--- config.mk ---
export PLATFORM = sky130hd
export DESIGN_NAME = fifo_dma_ctl
export DESIGN_NICKNAME = d
export VERILOG_FILES = /design/src/rtl/fdc_pkg.sv /design/src/rtl/fdc_cfg_reg.sv /design/src/rtl/fdc_level_ctr.sv /design/src/rtl/fdc_dma_req.sv /design/src/rtl/fifo_dma_ctl.sv
export SDC_FILE = /design/constraint.sdc
export NUM_CORES = 1
export LEC_CHECK = 0
export BUFFER_PORTS_ARGS = -buffer_cell sky130_fd_sc_hd__buf_2
export CAP_MARGIN = 10
export CORE_UTILIZATION = 40
export CTS_CLUSTER_SIZE = 40
export DETAILED_ROUTE_END_ITERATION = 8
export PLACE_DENSITY = 0.68
export SYNTH_ARGS = -nofsm -noshare
export SYNTH_HDL_FRONTEND = slang
export SYNTH_HIERARCHICAL = 1
export SYNTH_SLANG_ARGS = --single-unit
--- constraint.sdc ---
create_clock -name clk -period 4.7 [get_ports clk]
set_clock_uncertainty 0.2 [all_clocks]
set_input_delay 1.175 -clock clk [delete_from_list [all_inputs] [get_ports clk]]
set_output_delay 1.175 -clock clk [all_outputs]
set_load 0.005 [all_outputs]
--- src/rtl/fdc_pkg.sv ---
package fdc_pkg;

  // Configuration word, most significant field first.
  typedef struct packed {
    logic [1:0] tx_trig;
    logic [1:0] rx_trig;
    logic       tx_clr;
    logic       rx_clr;
    logic       dma_en;
    logic       fifo_en;
  } fdc_cfg_t;

  localparam int CH_TX = 0;
  localparam int CH_RX = 1;
  localparam int NUM_CH = 2;

  function automatic logic [1:0] depth_to_code(input int depth);
    case (depth)
      16:      return 2'd0;
      32:      return 2'd1;
      64:      return 2'd2;
      default: return 2'd3;
    endcase
  endfunction

endpackage

--- src/rtl/fdc_cfg_reg.sv ---
module fdc_cfg_reg
  import fdc_pkg::*;
(
  input  logic       clk,
  input  logic       rst_n,
  input  logic       we,
  input  logic [7:0] wdata,
  output logic       fifo_en,
  output logic       dma_en,
  output logic [1:0] tx_trig,
  output logic [1:0] rx_trig,
  output logic [NUM_CH-1:0] flush
);

  fdc_cfg_t wr;
  logic     toggle;

  assign wr     = fdc_cfg_t'(wdata);
  assign toggle = wr.fifo_en != fifo_en;

  always_ff @(posedge clk or negedge rst_n) begin
    if (!rst_n) begin
      fifo_en <= 1'b0;
      dma_en  <= 1'b0;
      tx_trig <= '0;
      rx_trig <= '0;
      flush   <= '0;
    end else if (we) begin
      fifo_en       <= wr.fifo_en;
      dma_en        <= wr.dma_en;
      tx_trig       <= wr.tx_trig;
      rx_trig       <= wr.rx_trig;
      flush[CH_TX]  <= wr.tx_clr | toggle;
      flush[CH_RX]  <= wr.rx_clr | toggle;
    end else begin
      // Flush bits are one-cycle pulses: they clear themselves.
      flush <= '0;
    end
  end

endmodule

--- src/rtl/fdc_level_ctr.sv ---
module fdc_level_ctr #(
  parameter int DEPTH = 16,
  localparam int LVL_W = $clog2(DEPTH + 1)
) (
  input  logic             clk,
  input  logic             rst_n,
  input  logic             flush,
  input  logic             push,
  input  logic             pop,
  output logic [LVL_W-1:0] level,
  output logic             full,
  output logic             empty
);

  localparam logic [LVL_W-1:0] LVL_MAX = LVL_W'(DEPTH);

  logic pop_ok, push_ok;

  assign full    = level == LVL_MAX;
  assign empty   = level == '0;
  assign pop_ok  = pop && !empty;
  // A full FIFO still takes a push when a byte leaves in the same cycle.
  assign push_ok = push && (!full || pop_ok);

  always_ff @(posedge clk or negedge rst_n) begin
    if (!rst_n) begin
      level <= '0;
    end else if (flush) begin
      level <= '0;
    end else if (push_ok && !pop_ok) begin
      level <= level + 1'b1;
    end else if (pop_ok && !push_ok) begin
      level <= level - 1'b1;
    end
  end

endmodule

--- src/rtl/fdc_dma_req.sv ---
module fdc_dma_req #(
  parameter int LVL_W = 5,
  parameter bit BELOW = 1'b0
) (
  input  logic             en,
  input  logic [1:0]       trig,
  input  logic [LVL_W-1:0] level,
  output logic             req
);

  logic [LVL_W-1:0] thr;

  assign thr = LVL_W'(trig) + LVL_W'(1);

  generate
    if (BELOW) begin : g_refill
      assign req = en && (level < thr);
    end else begin : g_drain
      assign req = en && (level >= thr);
    end
  endgenerate

endmodule

--- src/rtl/fifo_dma_ctl.sv ---
module fifo_dma_ctl
  import fdc_pkg::*;
#(
  parameter int DEPTH = 16,
  localparam int LVL_W = $clog2(DEPTH + 1)
) (
  input  logic             clk,
  input  logic             rst_n,
  input  logic             cfg_we,
  input  logic [7:0]       cfg_wdata,
  input  logic             tx_push,
  input  logic             tx_pop,
  input  logic             rx_push,
  input  logic             rx_pop,
  output logic [LVL_W-1:0] tx_level,
  output logic [LVL_W-1:0] rx_level,
  output logic             tx_full,
  output logic             tx_empty,
  output logic             rx_full,
  output logic             rx_empty,
  output logic             tx_dma_req,
  output logic             rx_dma_req,
  output logic [1:0]       fifo_en_stat,
  output logic [1:0]       depth_code
);

  logic              fifo_en_q;
  logic              dma_en_q;
  logic [1:0]        trig_q  [NUM_CH];
  logic [NUM_CH-1:0] flush_pulse;
  logic [NUM_CH-1:0] push_v, pop_v, full_v, empty_v, req_v;
  logic [LVL_W-1:0]  lvl_v   [NUM_CH];

  fdc_cfg_reg u_cfg (
    .clk     (clk),
    .rst_n   (rst_n),
    .we      (cfg_we),
    .wdata   (cfg_wdata),
    .fifo_en (fifo_en_q),
    .dma_en  (dma_en_q),
    .tx_trig (trig_q[CH_TX]),
    .rx_trig (trig_q[CH_RX]),
    .flush   (flush_pulse)
  );

  assign push_v = {rx_push, tx_push};
  assign pop_v  = {rx_pop,  tx_pop};

  generate
    for (genvar ch = 0; ch < NUM_CH; ch++) begin : g_ch
      fdc_level_ctr #(.DEPTH(DEPTH)) u_lvl (
        .clk   (clk),
        .rst_n (rst_n),
        .flush (flush_pulse[ch]),
        .push  (push_v[ch]),
        .pop   (pop_v[ch]),
        .level (lvl_v[ch]),
        .full  (full_v[ch]),
        .empty (empty_v[ch])
      );

      fdc_dma_req #(.LVL_W(LVL_W), .BELOW(ch == CH_TX)) u_req (
        .en    (dma_en_q),
        .trig  (trig_q[ch]),
        .level (lvl_v[ch]),
        .req   (req_v[ch])
      );
    end
  endgenerate

  assign tx_level     = lvl_v[CH_TX];
  assign rx_level     = lvl_v[CH_RX];
  assign tx_full      = full_v[CH_TX];
  assign rx_full      = full_v[CH_RX];
  assign tx_empty     = empty_v[CH_TX];
  assign rx_empty     = empty_v[CH_RX];
  assign tx_dma_req   = req_v[CH_TX];
  assign rx_dma_req   = req_v[CH_RX];
  assign fifo_en_stat = {2{fifo_en_q}};
  assign depth_code   = depth_to_code(DEPTH);

endmodule

==> results of run 1 <==
[cell families (layout without fill, tap and decap cells)]
logic type                 count (synthesis)  count (layout)  synth area share [%]
muxes                                      8               8                  8.39
adders and majority gates                 17              17                  15.9
DFF                                       18              18                  31.5
xor gates and xnor gates                   3               3                  1.84
AOI/OAI and AO/OA                         39              39                  18.7
buffers and inverters                     16              46                  5.77
other                                      1               2                 0.262
and+or+nand+nor                           34              34                  17.7
[how the worst max path moves through the flow]
stage | start | end | slack, ns | cells past startpoint
5_1_grt | u_cfg/rx_trig[0]$_DFFE_PN0P_ | rx_dma_req | 1.48 | 6
2_1_floorplan | tx_push | g_ch[0].u_lvl/level[4]$_DFFE_PN0P_ | 1.66 | 8
3_3_place_gp | rx_push | g_ch[1].u_lvl/level[4]$_DFFE_PN0P_ | 1.41 | 9
3_5_place_dp | rx_push | g_ch[1].u_lvl/level[4]$_DFFE_PN0P_ | 1.35 | 9
6_report | u_cfg/rx_trig[0]$_DFFE_PN0P_ | rx_dma_req | 1.56 | 6
4_1_cts | u_cfg/rx_trig[0]$_DFFE_PN0P_ | rx_dma_req | 1.54 | 6
[metal layers]
layer  share of wire [%]  wire length [um]  global-route usage (%)
met1                  44              1230                    19.7
met2                  52              1470                    29.0
met3                 2.6                73                    1.86
met4                 1.5                43                    7.94
met5                   0                 0                       0
[through the flow]
stage	power (uW)	setup WS (ns)	util (%)
2_1_floorplan	685	1.66	-
3_3_place_gp	813	1.41	47.5
3_5_place_dp	841	1.35	47.5
4_1_cts	917	1.54	48.2
5_1_grt	1000	1.48	48.2
6_report	905	1.56	48.2
[cell type report]
| type | instances | share of cell area [%] |
|---|---|---|
| Multi-Input combinational cell | 103 | 55.2 |
| Sequential cell | 18 | 27.6 |
| Timing Repair Buffer | 32 | 9.80 |
| Tap cell | 46 | 3.52 |
| Inverter | 11 | 2.53 |
| Clock buffer | 3 | 1.38 |
[power by group]
group	switching [uW]	leakage (uW)	internal [uW]
logic	272	0.000545	280
registers	87.3	0.000224	195
clock network	41.9	0.0000138	29.8
total	401	0.000783	504
[state kept, by name, indices dropped and copies added (netlist names)]
| name | count |
|---|---|
| g_ch.u_lvl/level | 10 |
| u_cfg/flush | 2 |
| u_cfg/rx_trig | 2 |
| u_cfg/tx_trig | 2 |
| u_cfg/dma_en | 1 |
| u_cfg/fifo_en | 1 |
[placed cells by master, fill, tap and decap left out, drive strengths merged]
cell type	count
nor4	2
a21oi	12
clkbuf	3
o22ai	2
a211o	2
o22a	2
buf	32
and3	2
xor2	3
fa	2
dfrtp	18
nor4b	1
mux2	8
conb	2
a2111oi	1
nor3b	2
ha	15
inv	11
nand2b	2
a21boi	1
and2	4
a31oi	2
o21ai	5
o211ai	5
nor2b	4
or3	2
nor3	7
a21o	2
o21a	5
nand3	8
==> flow_summary.ini, run 1 <==
[critical_path]
critPathKind = reg -> out
r2r-start = g_ch[1].u_lvl/level[1]$_DFFE_PN0P_
critPathBufInv = 2
critPathLaunchType = register
path_cells = ha_1 > inv_1 > ha_1 > a2111oi_2 > a21boi_1 > buf_2
critical_path.max_stage_delay_ns = 0.41
ff2ff_setup_slack_ns = 1.79
path_max_fanout = 3
required_ns = 3.32
cp_common_cell = ha_1
worst_r2r_endpoint = g_ch[1].u_lvl/level[4]$_DFFE_PN0P_
rr_worst_depth = 8
endpoint_kind = primary output
cpLargestDelayFamily = compound AO/OA/AOI/OAI gates
critPathSlowestCell = dfrtp_1
critPathArrivalTime_ns = 1.77

[power_and_ir_drop]
powerDensity_mw_per_mm2 = 554
ir_drop_mv = 0.252
p_leak_uw = 0.000783

[global_route]
grt_pass1_vias = 1076
grt_pass1_wl_um = 4590
antenna_found_initial = 0
track_usage_pct = 16.4
grt_overflow = 0
grt_max_degree = 19

[timing]
slew_viol_final = 0
rsz0062_at_grt = false
worst_hold_slack_ns = 0.331
tns_ns = 0
finalCriticalPeriod_ns = 3.14
setup_violations = 0
timing.final.crit_share_pct = 66.8
max_freq_ghz = 0.318
hold_viol = 0

[clock_tree]
cts_buffer_depth = 2
cts-hold-fix-buffers = 0
cts_root_buf = clkbuf_4
clk_latency_ns = 0.28
cts_tree = done
path_clk_slew_ns = 0.09
post_cts_buffers = 0
cts_buffers = 3
cts.sinks = 18
cts_repair_resize_count = 0
htreeDepth = 1

[floorplan]
initial_core_util_pct = 42.2
boundaryPins = 35
die_w_um = 61.8
rows = 21
chipHeight_um = 61.8
die_area_mm2 = 0.00382
coreArea_mm2 = 0.00339

[yosys]
async_flop_share_pct = 100
synth.avg_cell_area_um2 = 10.5
netlist_top_cells_area = dfrtp_1, ha_1, mux2_4
synth_cells = 136
synth_area_mm2 = 0.00143
synth_top_area_cell = dfrtp_1
yosysUniqueCellTypes = 31
yosysSeqAreaShare_pct = 31.5
synth_edf_count = 0
synth_ff_type = dfrtp_1
yosys-top-cells-count = dfrtp_1, ha_1, inv_1
yosysMostFrequentCell = dfrtp_1
ys_seq_elements = 18
yosys.area.top_type_share_pct = 31.5
yosysWarnings = 6

[outcome]
status = complete, no violations

[finish]
final_net_count = 201
n_antenna_cell = 0
drive_above_1_share_pct = 35.3
regArea_um2 = 450
final_cells = 213
fill_cells = 309
fin_area_mm2 = 0.00163
area_growth_pct = 14.2
multi_input_area_um2 = 902

[hold_path]
hold_depth = 1
hold_end = u_cfg/tx_trig[1]$_DFFE_PN0P_
min_path_type = reg -> reg
hold_start = u_cfg/tx_trig[1]$_DFFE_PN0P_

[place]
gp_congestion = 0.852
post_dp_cell_area_mm2 = 0.00161
numPortBuffers = 32
place_hpwl_um = 2260
dp.cells = 210

[route]
num_vias = 1142
drc = 0
drt_pre_antenna_iters = 3
vias_per_cell = 5.36
wl_um = 2810
wire_per_inst_um = 13.2
detail-route-antenna-nets = 0
drt_iter0_drc = 33

[run]
maxCapViolCount = 0
Power figures use the tool's default switching activity.
==> run 2: changes to the inputs <==
--- a/config.mk
+++ b/config.mk
@@ -10,7 +10,7 @@
 export CORE_UTILIZATION = 40
 export CTS_CLUSTER_SIZE = 40
 export DETAILED_ROUTE_END_ITERATION = 8
-export PLACE_DENSITY = 0.68
+export PLACE_DENSITY = 0.7
 export SYNTH_ARGS = -nofsm -noshare
 export SYNTH_HDL_FRONTEND = slang
 export SYNTH_HIERARCHICAL = 1
==> constraint.sdc (replaced) <==
create_clock -name clk -period 2.77 [get_ports clk]
set_clock_uncertainty 0.2 [all_clocks]
set_input_delay 0.6925 -clock clk [delete_from_list [all_inputs] [get_ports clk]]
set_output_delay 0.6925 -clock clk [all_outputs]
set_load 0.005 [all_outputs]
==> flow_summary.ini, run 2 (same netlist as run 1, synthesis figures left out) <==
[critical_path]
critPathSlowestCell = dfrtp_1
r2r-start = g_ch[0].u_lvl/level[2]$_DFFE_PN0P_
worst_r2r_endpoint = g_ch[0].u_lvl/level[4]$_DFFE_PN0P_
path_depth = 6
path_cells = ha_1 > inv_1 > ha_2 > a2111oi_2 > a21boi_1 > buf_2
cpLargestDelayFamily = compound AO/OA/AOI/OAI gates
critPathBufInv = 2
rr_worst_depth = 8
required_ns = 1.88
critPathKind = reg -> out
endpoint_kind = primary output
path_max_fanout = 3
critical_path.max_stage_delay_ns = 0.41
ff2ff_setup_slack_ns = 0.16
critPathArrivalTime_ns = 1.77
critPathLaunchType = register

[finish]
layout_commonest_cell = buf_2
fin_area_mm2 = 0.00173
regMostFlops = g_ch.u_lvl/level
final_net_count = 212
n_antenna_cell = 0
most-common-layout-cells = buf_2, dfrtp_1, ha_1
area_growth_pct = 21.1
largest_register_ffs = 10
drive_above_1_share_pct = 40.2

[power_and_ir_drop]
powerDensity_mw_per_mm2 = 982
ir_drop_mv = 0.522
power_frac_comb_pct = 65.1
pwr-share-seq_pct = 25.5
pwr-share-clk_pct = 9.4
swShare_pct = 42.4
p_leak_uw = 0.000842
p_int_uw = 980
power.switching_uw = 721

[clock_tree]
cts_tree = done
cts_buffers = 3
cts-hold-fix-buffers = 0
cts_buffer_depth = 2
clk_latency_ns = 0.30
cts_root_buf = clkbuf_4
path_clk_slew_ns = 0.10
cts.sinks = 18
htreeDepth = 1

[floorplan]
rows = 21
chipHeight_um = 61.8
initial_core_util_pct = 42.2
boundaryPins = 35
die_area_mm2 = 0.00382
die_w_um = 61.8
coreArea_mm2 = 0.00339

[global_route]
grtUsageMet1_pct = 18.5
track_usage_pct = 16.5
grt_pass1_wl_um = 4690
grt_overflow = 0
grt-busiest-layer = met2
met3_usage_pct = 1.86
antenna_found_initial = 0
grt_use_met2_pct = 31.3
grt_pass1_vias = 1141
grt_max_degree = 19

[outcome]
status = complete, no violations

[route]
wl_um = 2950
detail-route-antenna-nets = 0
num_vias = 1181
drt_iter0_drc = 19
drt_pre_antenna_iters = 4
wire_per_inst_um = 13.1
drc = 0
vias_per_cell = 5.25

[place]
gp_congestion = 0.877
place_hpwl_um = 2350
post_dp_cell_area_mm2 = 0.00169
numPortBuffers = 32

[timing]
finalCriticalPeriod_ns = 2.66
slew_viol_final = 0
setup_violations = 0
worst_hold_slack_ns = 0.100
max_freq_ghz = 0.376
hold_viol = 0
tns_ns = 0
rsz0062_at_grt = false
timing.final.crit_share_pct = 96.1

[run]
maxCapViolCount = 0

[hold_path]
min_path_type = in -> async
==> run 2: changes by cell type in the layout (fill, tap and decap cells not counted), sizes merged <==
| cell | previous run | this run |
|---|---|---|
| buf | 32 | 43 |
| clkbuf | 3 | 4 |
==> run 2: through the flow <==
stage               std cells  util (%)  worst slack [ns]  power (uW)
floorplan                 137         -             0.115        1160
global placement          220      49.8            0.0415        1480
detailed placement        220      49.8          -0.00667        1530
CTS                       224      50.8            0.0565        1700
global route              225      51.1           0.00896        1860
finish                    225      51.1             0.107        1700
==> run 2: cell type report <==
type	instances	area [um^2]
Tap cell	46	57.6
Multi-Input combinational cell	103	905
Inverter	11	41.3
Clock buffer	4	36.3
Timing Repair Buffer	43	243
Fill cell	327	1660
Sequential cell	18	450
==> run 2: what timing repair did <==
action	in CTS	in global routing
gates resized for setup	0	1
buffers inserted	0	1
endpoints found under the setup margin	0	2
==> run 2: routing by layer <==
metal  up-vias  routed length (um)
met2        31                1530
li1        583                   -
met3         6                 100
met4         0                  57
met5         -                   0
met1       561                1260
==> run 2: power by group through the flow <==
stage                     clock [uW]  combinational, uW  sequential [uW]
final                            160               1110              433
after global routing             173               1240              444
after CTS                        167               1100              434
after detailed placement           0               1090              439
after global placement             0               1050              434
after floorplan                    0                702              460
==> run 2: worst max path at each step <==
stage          slack (ns)                                 end                               start
2_1_floorplan        0.11  g_ch[1].u_lvl/level[4]$_DFFE_PN0P_  g_ch[1].u_lvl/level[1]$_DFFE_PN0P_
3_3_place_gp         0.04  g_ch[1].u_lvl/level[4]$_DFFE_PN0P_                             rx_push
3_5_place_dp       -0.007  g_ch[1].u_lvl/level[4]$_DFFE_PN0P_                             rx_push
4_1_cts              0.06                          rx_dma_req        u_cfg/rx_trig[0]$_DFFE_PN0P_
5_1_grt             0.009                          rx_dma_req        u_cfg/rx_trig[0]$_DFFE_PN0P_
6_report             0.11                          rx_dma_req        u_cfg/rx_trig[0]$_DFFE_PN0P_
==> run 3: changes to the inputs <==
--- a/config.mk
+++ b/config.mk
@@ -7,10 +7,13 @@
 export LEC_CHECK = 0
 export BUFFER_PORTS_ARGS = -buffer_cell sky130_fd_sc_hd__buf_2
 export CAP_MARGIN = 10
-export CORE_UTILIZATION = 40
+export CELL_PAD_IN_SITES_DETAIL_PLACEMENT = 0
+export CELL_PAD_IN_SITES_GLOBAL_PLACEMENT = 1
+export CORE_ASPECT_RATIO = 1.1
+export CORE_UTILIZATION = 37
 export CTS_CLUSTER_SIZE = 40
 export DETAILED_ROUTE_END_ITERATION = 8
-export PLACE_DENSITY = 0.7
+export PLACE_DENSITY = 0.81
 export SYNTH_ARGS = -nofsm -noshare
 export SYNTH_HDL_FRONTEND = slang
 export SYNTH_HIERARCHICAL = 1
==> flow_summary.ini, run 3 (same netlist as run 1, synthesis figures left out) <==
[floorplan]
rows = 23
die_w_um = 61.3
boundaryPins = 35
coreArea_mm2 = 0.00368
die_area_mm2 = 0.00412
chipHeight_um = 67.2
initial_core_util_pct = 38.9

[timing]
finalCriticalPeriod_ns = 2.65
hold_viol = 0
setup_violations = 0
rsz0062_at_grt = false
slew_viol_final = 0
timing.final.crit_share_pct = 95.5
max_freq_ghz = 0.378

[finish]
n_antenna_cell = 0
drive_above_1_share_pct = 40.0
most-common-layout-cells = buf_2, dfrtp_1, ha_1
fin_util_pct = 47.8
layout_commonest_cell = buf_2
regArea_um2 = 450
area_growth_pct = 23.1
largest_register_ffs = 10
final_net_count = 213
regMostFlops = g_ch.u_lvl/level
multi_input_area_um2 = 902
fill_cells = 384

[critical_path]
endpoint = g_ch[1].u_lvl/level[4]$_DFFE_PN0P_
crit_path_start = g_ch[1].u_lvl/level[3]$_DFFE_PN0P_
required_ns = 2.70
endpoint_kind = register
critPathArrivalTime_ns = 2.57
path_max_fanout = 5
critPathSlowestCell = dfrtp_1
worst_r2r_endpoint = g_ch[1].u_lvl/level[4]$_DFFE_PN0P_
rr_worst_depth = 8
path_cells = nor4_4 > mux2_4 > inv_1 > fa_1 > a211o_1 > o21a_1 > o211ai_1 > a31oi_1
r2r-start = g_ch[1].u_lvl/level[3]$_DFFE_PN0P_
ff2ff_setup_slack_ns = 0.12
critPathKind = reg -> reg
critical_path.max_stage_delay_ns = 0.42
critPathLaunchType = register

[place]
numPortBuffers = 32
gp_congestion = 0.800
place_hpwl_um = 2440

[global_route]
grt_use_met2_pct = 29.6
antenna_found_initial = 0
grt_overflow = 0
track_usage_pct = 16.7
grt_pass1_wl_um = 5110
grt-busiest-layer = met2
grt_pass1_vias = 1156
grtUsageMet1_pct = 20.4
grt_max_degree = 19
met3_usage_pct = 2.11

[route]
wire_per_inst_um = 13.5
wl_um = 3110
vias_per_cell = 5.18
detail-route-antenna-nets = 0
num_vias = 1192
drt_iter0_drc = 20
drt_pre_antenna_iters = 4
drc = 0

[clock_tree]
cts_buffer_depth = 2
cts_repair_resize_count = 0
cts.sinks = 18
cts_buffers = 3
clk_latency_ns = 0.25
htreeDepth = 1
cts_root_buf = clkbuf_8
cts_tree = done
path_clk_slew_ns = 0.06

[outcome]
status = complete, no violations

[run]
maxCapViolCount = 0

[hold_path]
min_path_type = in -> async

[power_and_ir_drop]
powerDensity_mw_per_mm2 = 1000
finalPower_uw = 1760
ir_drop_mv = 0.451
p_leak_uw = 0.000858
[run 3: cell types whose count changed in the layout (fill, tap and decap cells not counted)]
cell / previous run / this run
ha_2: 1 / 0
clkbuf_8: 1 / 4
buf_4: 11 / 12
clkbuf_4: 3 / 0
ha_1: 14 / 15
[run 3: area by class of cell]
cell class,count,area share (%)
clock buffer,4,3.12
inverter,11,2.34
multi-input combinational,103,51.2
sequential,18,25.6
tap,50,3.55
timing repair buffer,44,14.2
[run 3: worst min-delay path by stage]
stage	startpoint	end
after CTS	rst_n	g_ch[0].u_lvl/level[0]$_DFFE_PN0P_
after global placement	u_cfg/rx_trig[1]$_DFFE_PN0P_	u_cfg/rx_trig[1]$_DFFE_PN0P_
final	rst_n	g_ch[1].u_lvl/level[3]$_DFFE_PN0P_
after floorplan	rst_n	g_ch[0].u_lvl/level[0]$_DFFE_PN0P_
after global routing	rst_n	u_cfg/rx_trig[1]$_DFFE_PN0P_
after detailed placement	u_cfg/rx_trig[1]$_DFFE_PN0P_	u_cfg/rx_trig[1]$_DFFE_PN0P_
[run 3: critical path, delay by kind of cell, from the launching register on]
family	cells	cell delay, ns
AOI/OAI and AO/OA	4	0.76
DFF	1	0.42
and+or+nand+nor	1	0.41
adders and majority gates	1	0.41
muxes	1	0.23
buffers and inverters	1	0.09
[run 3: timing repair]
item | 4_1_cts | 5_1_grt
setup buffers | 0 | 2
setup endpoints to repair | 0 | 1
hold buffers | 0 | 0
endpoints found under the hold margin | 0 | 0
[run 3: report_power, final]
group	internal, uW	switching (uW)	leakage (uW)	total (uW)
clock network	126	81.0	0.0000288	207
registers	332	91.4	0.000224	424
logic	571	560	0.000605	1130
total	1030	732	0.000858	1760
[run 3: metrics by stage]
step / cells / setup TNS, ns / worst slack (ns) / cell area [um^2] / hold WS [ns]
finish: 230 / 0 / 0.125 / 1760 / 0.161
global route: 230 / 0 / 0.0159 / 1760 / 0.181
CTS: 228 / 0 / 0.0154 / 1750 / 0.166
detailed placement: 224 / -0.00963 / -0.00963 / 1690 / 0.306
global placement: 224 / 0 / 0.0378 / 1690 / 0.303
floorplan: 137 / 0 / 0.115 / 1440 / 0.197
[run 3: layer usage]
layer	vias to the layer above	wire (um)
li1	582	-
met4	0	26
met3	2	96
met5	-	0
met2	26	1590
met1	582	1390
